### config.mk
export PLATFORM = sky130hd
export DESIGN_NAME = sample_block_converter
export DESIGN_NICKNAME = d
export VERILOG_FILES = /design/src/rtl/sbc_pkg.sv /design/src/rtl/sbc_phase.sv /design/src/rtl/sbc_ser2par.sv /design/src/rtl/sbc_par2ser.sv /design/src/rtl/sample_block_converter.sv
export SDC_FILE = /design/constraint.sdc
export NUM_CORES = 1
export LEC_CHECK = 0
export BUFFER_PORTS_ARGS = -buffer_cell sky130_fd_sc_hd__buf_2
export CAP_MARGIN = 40
export CORE_UTILIZATION = 35
export CTS_CLUSTER_DIAMETER = 80
export DETAILED_ROUTE_END_ITERATION = 12
export SKIP_CTS_REPAIR_TIMING = 1
export SKIP_LAST_GASP = 1
export SLEW_MARGIN = 20
export SYNTH_ARGS = -nofsm -noshare
export SYNTH_HDL_FRONTEND = slang
export SYNTH_HIERARCHICAL = 1
export SYNTH_SLANG_ARGS = --single-unit
### constraint.sdc
create_clock -name clk -period 2.6 [get_ports clk]
set_input_delay 0.39 -clock clk [delete_from_list [all_inputs] [get_ports clk]]
set_output_delay 0.39 -clock clk [all_outputs]
set_load 0.005 [all_outputs]
### src/rtl/sbc_pkg.sv
package sbc_pkg;
    localparam int BLK  = 4;
    localparam int PH_W = $clog2(BLK);
    localparam int NDLY = BLK - 1;
endpackage

### src/rtl/sbc_phase.sv
module sbc_phase
    import sbc_pkg::*;
(
    input  logic            clk,
    input  logic            rst_n,
    input  logic            samp_en,
    output logic [PH_W-1:0] phase
);
    typedef struct packed {
        logic [PH_W-1:0] ph;
    } ph_st_t;

    ph_st_t st_d, st_q;

    always_comb begin
        st_d = st_q;
        if (samp_en) st_d.ph = st_q.ph + PH_W'(1);
    end

    always_ff @(posedge clk or negedge rst_n) begin
        if (!rst_n) st_q <= '0;
        else        st_q <= st_d;
    end

    assign phase = st_q.ph;

    // a strobe moves the phase on by one, no strobe keeps it
    a_r1_phase_step: assert property (@(posedge clk) disable iff (!rst_n)
        samp_en |=> (phase == PH_W'($past(phase) + PH_W'(1))));
    a_r1_phase_hold: assert property (@(posedge clk) disable iff (!rst_n)
        !samp_en |=> $stable(phase));
endmodule

### src/rtl/sbc_ser2par.sv
module sbc_ser2par
    import sbc_pkg::*;
#(
    parameter int W = 16
) (
    input  logic             clk,
    input  logic             rst_n,
    input  logic             samp_en,
    input  logic [PH_W-1:0]  phase,
    input  logic [W-1:0]     ser_in,
    output logic [BLK*W-1:0] par_out,
    output logic             par_vld
);
    localparam logic [PH_W-1:0] CAP_PH = PH_W'(BLK - 1);

    typedef struct packed {
        logic [NDLY-1:0][W-1:0] dly;
        logic [BLK*W-1:0]       par;
        logic                   vld;
    } g_st_t;

    g_st_t st_d, st_q;
    logic [BLK-1:0][W-1:0] tap;

    // tap[BLK-1] is the live sample, deeper taps are older samples
    assign tap[BLK-1] = ser_in;
    for (genvar i = 0; i < NDLY; i++) begin : g_tap
        assign tap[i] = st_q.dly[NDLY-1-i];
    end

    always_comb begin
        st_d     = st_q;
        st_d.vld = 1'b0;
        if (samp_en) begin
            st_d.dly[0] = ser_in;
            for (int i = 1; i < NDLY; i++) st_d.dly[i] = st_q.dly[i-1];
            if (phase == CAP_PH) begin
                for (int i = 0; i < BLK; i++) st_d.par[i*W +: W] = tap[i];
                st_d.vld = 1'b1;
            end
        end
    end

    always_ff @(posedge clk or negedge rst_n) begin
        if (!rst_n) st_q <= '0;
        else        st_q <= st_d;
    end

    assign par_out = st_q.par;
    assign par_vld = st_q.vld;

    // the valid strobe never lasts two clocks
    a_r4_vld_single: assert property (@(posedge clk) disable iff (!rst_n)
        par_vld |=> !par_vld);
    // the top lane carries the sample that arrived with the capture
    a_r2_top_lane: assert property (@(posedge clk) disable iff (!rst_n)
        (samp_en && phase == CAP_PH) |=> (par_out[(BLK-1)*W +: W] == $past(ser_in)));
    // the word is frozen when no capture took place
    a_r3_par_hold: assert property (@(posedge clk) disable iff (!rst_n)
        !(samp_en && phase == CAP_PH) |=> $stable(par_out));
endmodule

### src/rtl/sbc_par2ser.sv
module sbc_par2ser
    import sbc_pkg::*;
#(
    parameter int W = 16
) (
    input  logic             clk,
    input  logic             rst_n,
    input  logic             samp_en,
    input  logic [PH_W-1:0]  phase,
    input  logic [BLK*W-1:0] par_in,
    input  logic             par_in_vld,
    output logic [W-1:0]     ser_out,
    output logic             ser_vld,
    output logic             ser_first
);
    localparam logic [PH_W-1:0] LD_PH = '0;

    typedef struct packed {
        logic [BLK-1:0][W-1:0] sh;
        logic                  vld;
        logic                  first;
    } s_st_t;

    s_st_t st_d, st_q;
    logic  load;

    assign load = samp_en && (phase == LD_PH);

    always_comb begin
        st_d       = st_q;
        st_d.vld   = samp_en;
        st_d.first = load;
        if (load) begin
            for (int i = 0; i < BLK; i++)
                st_d.sh[i] = par_in_vld ? par_in[i*W +: W] : '0;
        end else if (samp_en) begin
            for (int i = 0; i < BLK-1; i++) st_d.sh[i] = st_q.sh[i+1];
            st_d.sh[BLK-1] = '0;
        end
    end

    always_ff @(posedge clk or negedge rst_n) begin
        if (!rst_n) st_q <= '0;
        else        st_q <= st_d;
    end

    assign ser_out   = st_q.sh[0];
    assign ser_vld   = st_q.vld;
    assign ser_first = st_q.first;

    // a shift step feeds zero into the tail
    a_r6_tail_zero: assert property (@(posedge clk) disable iff (!rst_n)
        (samp_en && !load) |=> (st_q.sh[BLK-1] == '0));
    // lane 0 of a qualified block is the first sample out
    a_r5_lane0_first: assert property (@(posedge clk) disable iff (!rst_n)
        (load && par_in_vld) |=> (ser_out == $past(par_in[W-1:0])));
    // output frozen between strobes, first flag only on a valid sample
    a_r7_out_hold: assert property (@(posedge clk) disable iff (!rst_n)
        !samp_en |=> $stable(ser_out));
    a_r7_first_in_vld: assert property (@(posedge clk) disable iff (!rst_n)
        ser_first |-> ser_vld);
endmodule

### src/rtl/sample_block_converter.sv
module sample_block_converter
    import sbc_pkg::*;
#(
    parameter int W = 16
) (
    input  logic             clk,
    input  logic             rst_n,
    input  logic             samp_en,
    input  logic [W-1:0]     ser_in,
    output logic [BLK*W-1:0] par_out,
    output logic             par_out_vld,
    input  logic [BLK*W-1:0] par_in,
    input  logic             par_in_vld,
    output logic [W-1:0]     ser_out,
    output logic             ser_out_vld,
    output logic             ser_out_first
);
    logic [PH_W-1:0] phase;

    sbc_phase u_phase (
        .clk     (clk),
        .rst_n   (rst_n),
        .samp_en (samp_en),
        .phase   (phase)
    );

    sbc_ser2par #(.W(W)) u_gather (
        .clk     (clk),
        .rst_n   (rst_n),
        .samp_en (samp_en),
        .phase   (phase),
        .ser_in  (ser_in),
        .par_out (par_out),
        .par_vld (par_out_vld)
    );

    sbc_par2ser #(.W(W)) u_scatter (
        .clk        (clk),
        .rst_n      (rst_n),
        .samp_en    (samp_en),
        .phase      (phase),
        .par_in     (par_in),
        .par_in_vld (par_in_vld),
        .ser_out    (ser_out),
        .ser_vld    (ser_out_vld),
        .ser_first  (ser_out_first)
    );

    // the output valid follows every strobe by one clock
    a_r7_vld_follows: assert property (@(posedge clk) disable iff (!rst_n)
        samp_en |=> ser_out_vld);
endmodule

# Word-level counts from Yosys, hierarchy flattened
# Cells that the tools add are included.
[totals]
register_bits = 181
latch_bits = 0
ramBits = 0
rom_bits = 0
in_bits = 84
output_inout_bits = 83
word_cells = 26
n_memories = 0
[op_classes]
add_sub_neg = 1
n_mul = 0
div_mod_pow = 0
magnitude_cmp = 0
n_eq_ne = 1
shifts = 0
n_mux = 8
bitwise_logic = 0
reduce_logical = 4
[op_table]
columns = ["operator", "n"]
rows = [
  ["$mux W64", 2],
  ["$mux W16", 4],
  ["$add A2 B1 Y2 const B", 1],
  ["$eq A2 B2 Y1 const B", 1],
  ["$logic_not A2 Y1", 1],
  ["$mux W1", 2],
  ["$reduce_and A2 Y1", 1],
  ["$reduce_bool A2 Y1", 1],
  ["$logic_and A1 B1 Y1", 1],
]

# Longest topological paths before layout
# Gate-level depths: netlist of run 1.
[logic_depth]
word_depth = 3
mapped_depth = 4
depth_no_buf = 3

# Cells and area by module
# Netlist of run 1, hierarchy kept.
[by_module_without_submodules]
columns = ["mod", "n_inst", "cells_each", "area_per_inst_um2"]
rows = [
  ["sbc_ser2par", 1, 302, 4680.7],
  ["sbc_par2ser", 1, 216, 2980.4],
  ["sbc_phase", 1, 5, 71.3],
]

# Least setup slack after synthesis of run 1
# OpenSTA, ideal clock, no wires.
[synth_path]
path_kind = "flip-flop to flip-flop"
startpoint = "register u_phase.st_q, in the netlist u_phase/phase[0]"
endpoint = "register u_gather.st_q, in the netlist u_gather/par_out[10]"
arrival_ns = 1.247
required_ns = 2.473
slack_ns = 1.225
stages_incl_launch_ff = 5
n_path_buf = 1
path_cell_list = "dfrtp_1 nand3_2 inv_2 buf_6 mux2_1"
[synth_between]
elab_chain_len = 2
[synth_lines]
columns = ["item", "line_no", "rtl"]
rows = [
  ["start, declared", "sbc_phase.sv:13", "ph_st_t st_d, st_q;"],
  ["start signal, assigned", "sbc_phase.sv:22", "else st_q <= st_d;"],
  ["$eq A2 B2 Y1", "sbc_ser2par.sv:37", "if (phase == CAP_PH) begin"],
  ["$reduce_and A2 Y1 (no line)", "--", ""],
  ["end signal, assigned", "sbc_ser2par.sv:46", "else st_q <= st_d;"],
  ["end, declared", "sbc_ser2par.sv:22", "g_st_t st_d, st_q;"],
]
# No other way between the ends.
# A chain may end at the register's enable or synchronous reset.

# Worst setup path after layout of run 1
[layout_path]
startpoint = "register u_phase.st_q, in the netlist u_phase/phase[0]"
endpoint = "register u_gather.st_q, in the netlist u_gather/par_out[17]"
# Same word-level chain as after synthesis.

==> metrics.md, run 1 <==
| Metric | Value |
|---|---|
| CTS buffer count | 17 |
| TNS Setup | 0 ns |
| Reg2Reg Setup Slack | 0.81 ns |
| Root buffer cell | clkbuf_16 |
| Largest net degree at the start of global routing | 67 |
| Pleak | 4.21 nW |
| Initial antenna violation count | 0 |
| Vias in the first global route | 4535 |
| # H-tree levels | 4 |
| Avg Cell Area, Syn | 14.8 sq um |
| Synth top area share | 58.6% |
| Critical Path Start Type | register |
| Slowest stage delay, CP | 0.50 ns |
| Post-DR wirelength/cell | 16.8 um |
| Site row count | 54 |
| Clk_lat worst skew | 0.43 ns |
| Drt first-iter violations | 163 |
| Die Span X | 151 um |
| Die Y | 151 um |
| Ports | 167 |
| Final Max Tran Viols | 0 |
| Final non-filler cell area | 8760 sq um |
| Fmax | 560 MHz |
| Outcome | completed |
| Worst slew pin tran | 0.687 ns |
| Worst R2R Path Depth | 4 |
| Area occupied by registers | 4530 sq um |
| Final wirelength | 15100 um |
| First drt pass iteration count | 4 |
| Final Util | 40.3% |
| # fillers | 2024 |
| Post-DP HPWL | 9940 um |
| Longest Clk Path Bufs | 2 |
| Ys flop type | dfrtp_1 |
| Clock-pin transition on the worst setup and hold timing paths | 0.07 ns |
| Multi-input gate area | 2330 sq um |
| Clock Skew | 0.00919 ns |
| Synth Instances | 523 |
| Cell taking the most area after synthesis | dfrtp_1 |
| CTS tree | built |
| Register area share after synthesis | 58.6% |
| Post-synth top cells | 181 x dfrtp_1, 85 x buf_4, 59 x mux2_1 |
| Core ar. | 21800 sq um |
| Unique cell type count in the Yosys netlist | 22 |
| Syn_nets | 607 |
| Count leader, synth | dfrtp_1 |
| WS Path Type | register to register |
| Port Buffers | 166 |
| GP Congestion | 0.764 |
| GR Util All Layers | 13.8% |
| DRC viols | 0 |
| Max-cap violations | 0 |
| Final Cycle Share | 68.7% |
| Layout cell share with drive strength beyond 1 | 45.0% |
| Crit-path slowest cell | dfrtp_1 |
| Asr flop ratio synth | 100% |
| Hold Path Stages | 2 |
| Area growth from synthesis to layout | 13.3% |
| Min-Delay Path Class | input pin to register |
| Total grt overflow | 0 |
| Worst EP arrival | 2.09 ns |
| DR vias/cell | 4.82 |
| Post-layout min period | 1.79 ns |
| Final setup fails | 0 |
| Routed Antenna Nets | 0 |
| First-pass GRT wire length | 24100 um |
| Die area | 22700 sq um |
| Critical path cell sequence | nand3_2, inv_2, buf_12, mux2_1 |
| WP data required | 2.90 ns |
| DR vias | 4345 |
| Placed inst area | 8150 sq um |
| CP max FO | 53 |
| Power per Cell Area | 1040 nW/um^2 |
| Antenna Diode Count | 0 |
| VDD IR-drop max | 0.000489 V |
| CTS Sinks | 181 |
| Flops & latches, synth | 181 |
| Starting Density | 35.5% |
| Final nets | 693 |
| Critical path endpoint category | register |
| Syn. warnings | 6 |
| Worst rel slew slack | 54.2% |
| Number of flops mapped to enable cells by yosys | 0 |
| Cell Area, Synth | 7730 sq um |
| Unrepaired setup endpoints after global routing | no |
| Hold Vio Cnt, Final | 0 |
| Synth top area cells | dfrtp_1 59%, mux2_1 8.6%, buf_4 8.3%, mux2_2 7.7%, a221o_1 6.2% |
| Tot Pwr | 9.10 mW |
stage by stage:
step                      instances  worst slack (ns)  hold slack, ns
after detailed placement        869             0.688           0.441
after global placement          869             0.778           0.418
after floorplan                 523              1.23          0.0944
final                           902             0.814           0.181
after global routing            902             0.706           0.165
after CTS                       901             0.783         -0.0293
cells in the final DEF, fill, tap and decap left out:
cell | Yosys | routed
a221o_1 | 48 | 48
a22o_1 | 16 | 16
and2b_1 | 16 | 16
and2b_2 | 2 | 2
and2b_4 | 14 | 14
buf_12 | 0 | 2
buf_2 | 6 | 164
buf_4 | 85 | 8
buf_6 | 14 | 1
bufinv_16 | 0 | 1
clkbuf_16 | 0 | 17
clkbuf_8 | 0 | 1
clkinv_2 | 0 | 1
clkinv_4 | 0 | 3
clkinv_8 | 0 | 2
clkinvlp_4 | 0 | 1
dfrtp_1 | 181 | 181
dlygate4sd3_1 | 0 | 1
inv_2 | 2 | 2
inv_6 | 0 | 3
inv_8 | 0 | 3
mux2_1 | 59 | 59
mux2_2 | 53 | 53
nand2_1 | 1 | 1
nand3_2 | 1 | 1
nor2b_1 | 16 | 16
nor3_1 | 1 | 1
nor4bb_4 | 1 | 1
o21a_1 | 1 | 1
xnor2_1 | 1 | 1
xor2_1 | 1 | 1
layout make-up:
| type | count | share of cell area [%] |
|---|---|---|
| Sequential cell | 181 | 51.7 |
| Multi-Input combinational cell | 231 | 26.6 |
| Timing Repair Buffer | 176 | 10.8 |
| Clock buffer | 18 | 5.01 |
| Tap cell | 280 | 4.00 |
| Clock inverter | 14 | 1.84 |
| Inverter | 2 | 0.0857 |
worst max-delay path, delay by kind of cell (launching register included):
| family | cells | cell delay, ns |
|---|---|---|
| buffers and inverters | 2 | 0.57 |
| flip-flops | 1 | 0.50 |
| multiplexers | 1 | 0.37 |
| AND/OR/NAND/NOR | 1 | 0.19 |
path summary, 6_finish.rpt:
| kind | from | endpoint |
|---|---|---|
| max | u_phase/phase[0] | u_gather/par_out[17] |
| max in group asynchronous | rst_n | u_gather/st_q[83] |
| min reg2reg | u_gather/par_out[1] | u_gather/par_out[1] |
| min | par_in[60] | u_scatter/st_q[62] |
| max reg2reg | u_phase/phase[0] | u_gather/par_out[17] |
| min in group asynchronous | rst_n | u_scatter/ser_out[5] |
metal layers:
metal	vias to the layer above	track usage (%)	part of all wire [%]
li1	1961	-	-
met1	2240	18.2	46
met3	16	4.70	7.2
met4	0	4.65	1.3
met5	-	0	0
met2	128	21.1	45
logic make-up after synthesis:
| group | share of synthesized area [%] |
|---|---|
| compound gates | 8.12 |
| simple gates | 5.45 |
| buf+inv | 11.3 |
| flops | 58.6 |
| mux | 16.3 |
| xor+xnor | 0.227 |
report_power, final:
| group | switching (mW) | internal, mW |
|---|---|---|
| clock network | 1.19 | 1.39 |
| logic | 0.961 | 1.28 |
| registers | 0.516 | 3.75 |
| total | 2.67 | 6.43 |
sequential cells by signal, summed over array words and instances, names as in the netlist:
signal / count
u_scatter/ser_first: 1
u_scatter/ser_out: 16
u_phase/phase: 2
u_gather/par_vld: 1
u_gather/st_q: 48
u_scatter/ser_vld: 1
u_scatter/st_q: 48
u_gather/par_out: 64
Note: power is estimated with default switching activity, not from simulation.
==> run 2: changes to the inputs <==
==> constraint.sdc (replaced) <==
create_clock -name clk -period 1.5 [get_ports clk]
set_input_delay 0.225 -clock clk [delete_from_list [all_inputs] [get_ports clk]]
set_output_delay 0.225 -clock clk [all_outputs]
set_load 0.005 [all_outputs]
==> run 2 against run 1 <==
Against the previous run:
- die area is the same
- register-to-register slack worse by 0.74 ns
- critical path depth down 1
- core utilization up 0.47 points
- wire length fell by 0.83%
- critical path type unchanged
==> metrics.md, run 2 (synthesis results as in run 1) <==
| Metric | Value |
|---|---|
| CTS Sinks | 181 (unchanged) |
| Port Buffers | 166 (unchanged) |
| Post-layout min period | 1.43 ns (-0.360 ns) |
| Crit-path slowest cell | dfrtp_2 |
| Total grt overflow | 0 (unchanged) |
| TNS Setup | 0 ns (unchanged) |
| CTS buffer count | 17 (unchanged) |
| GP Congestion | 0.745 (-2.5%) |
| Area occupied by registers | 4530 sq um (about the same) |
| Hold Vio Cnt, Final | 0 (unchanged) |
| Post-DP HPWL | 10300 um (+3.7%) |
| Worst EP arrival | 1.78 ns (-0.31 ns) |
| Hold Startpoint | par_in[2] |
| Power per Cell Area | 1770 nW/um^2 (+70%) |
| # fillers | 2050 (+1.3%) |
| Ports | 167 (unchanged) |
| Routed Antenna Nets | 0 (unchanged) |
| Die area | 22700 sq um (unchanged) |
| DR vias | 4384 (+0.90%) |
| VDD IR-drop max | 0.000770 V (+58%) |
| # H-tree levels | 4 (unchanged) |
| Die Y | 151 um (unchanged) |
| First drt pass iteration count | 4 (unchanged) |
| Vias in the first global route | 4542 (+0.15%) |
| RR Startpoint | u_phase/phase[1] |
| Commonest non-fill, non-tap cell in the layout | dfrtp_1 |
| Site row count | 54 (unchanged) |
| Min-Delay Path Class | input pin to register |
| Core ar. | 21800 sq um (unchanged) |
| Layout cell share with drive strength beyond 1 | 46.0% (+0.94 points) |
| Max-cap violations | 0 (unchanged) |
| Root buffer cell | clkbuf_16 |
| Largest net degree at the start of global routing | 65 (-3.0%) |
| Initial antenna violation count | 0 (unchanged) |
| WS Path Type | register to register |
| Clock-pin transition on the worst setup and hold timing paths | 0.08 ns (about the same) |
| Starting Density | 35.5% (unchanged) |
| CP max FO | 64 (+21%) |
| Post-DR wirelength/cell | 16.5 um (-1.8%) |
| DRC viols | 0 (unchanged) |
| Worst slew pin tran | 0.469 ns (-0.217 ns) |
| Clk_lat worst skew | 0.43 ns (about the same) |
| DR vias/cell | 4.81 (about the same) |
| Slowest stage delay, CP | 0.46 ns (-0.04 ns) |
| Area growth from synthesis to layout | 14.6% |
| Drt first-iter violations | 165 (+1.2%) |
| Unrepaired setup endpoints after global routing | no |
| WP data required | 1.86 ns (-1.04 ns) |
| Fmax | 701 MHz (+25%) |
| Final Max Tran Viols | 0 (unchanged) |
| CTS tree | built |
| Outcome | completed |
| Die Span X | 151 um (unchanged) |
| Critical path cell sequence | nor4bb_4, buf_12, a221o_1 |
| Multi-input gate area | 2330 sq um (unchanged) |
| Most frequent cells in the layout | 180 x dfrtp_1, 164 x buf_2, 59 x mux2_1 |
| Final Cycle Share | 95.1% (+26 points) |
| Critical path endpoint category | register |
| Antenna Diode Count | 0 (unchanged) |
| Max FFs per register | 64 (unchanged) |
| Critical Path Start Type | register |
| First-pass GRT wire length | 24400 um (+1.6%) |
| Final wirelength | 15000 um (-0.83%) |
| Pleak | 4.25 nW (+0.91%) |
| Final setup fails | 0 (unchanged) |
| Worst rel slew slack | 68.7% (+14 points) |
| Clock Skew | 0.00805 ns (-0.00114 ns) |
| Final nets | 702 (+1.3%) |
| Crit path launch | u_phase/phase[1] |
| GR Util All Layers | 14.0% (+0.25 points) |
| Final Util | 40.7% (+0.47 points) |
| Longest Clk Path Bufs | 2 (unchanged) |
==> run 2: power breakdown <==
group	leakage, nW	switching (mW)	total [mW]	internal (mW)
logic	1.73	1.70	4.02	2.31
registers	2.25	0.879	7.39	6.51
clock network	0.267	2.05	4.24	2.19
==> run 2: worst paths after layout <==
path                            depth (start not counted)  slack [ns]                    to
min in group asynchronous                               2        0.29  u_scatter/ser_out[6]
worst min-delay path                                    2        0.02  u_scatter/ser_out[2]
worst min register to register                          1        0.48  u_gather/par_out[31]
worst max register to register                          3        0.07    u_scatter/st_q[39]
worst max-delay path                                    3        0.07    u_scatter/st_q[39]
max in group asynchronous                               3        0.63  u_gather/par_out[54]
==> run 2: layer usage <==
metal	global-route usage [%]	part of all wire [%]	up-vias
li1	-	-	1987
met3	4.09	6.7	18
met1	19.4	47	2240
met4	5.00	1.5	0
met2	20.9	45	139
met5	0	0	-
==> run 2: through the flow <==
step / instance area, sq um / hold slack [ns] / worst slack, ns / total power, mW / cells
after global routing: 8860 / 0.00306 / 0.0113 / 16.7 / 911
after global placement: 8280 / 0.193 / 0.0856 / 11.4 / 878
after CTS: 8850 / -0.271 / 0.0259 / 15.9 / 910
after detailed placement: 8280 / 0.197 / 0.0415 / 11.6 / 878
after floorplan: 7730 / -0.0706 / 0.125 / 11.0 / 523
final: 8860 / 0.0233 / 0.0737 / 15.6 / 911
==> run 2: critical path, delay by kind of cell, from the launching register on <==
| family | cells | cell delay (ns) |
|---|---|---|
| AOI/OAI and AO/OA | 1 | 0.21 |
| buffers and inverters | 1 | 0.31 |
| and+or+nand+nor | 1 | 0.35 |
| DFF | 1 | 0.46 |
==> run 2: area by class of cell <==
cell class	count	area share [%]
Clock buffer	17	4.80
Clock inverter	15	1.64
Inverter	2	0.0847
Multi-Input combinational cell	231	26.3
Sequential cell	181	51.1
Tap cell	280	3.95
Timing Repair Buffer	185	12.1
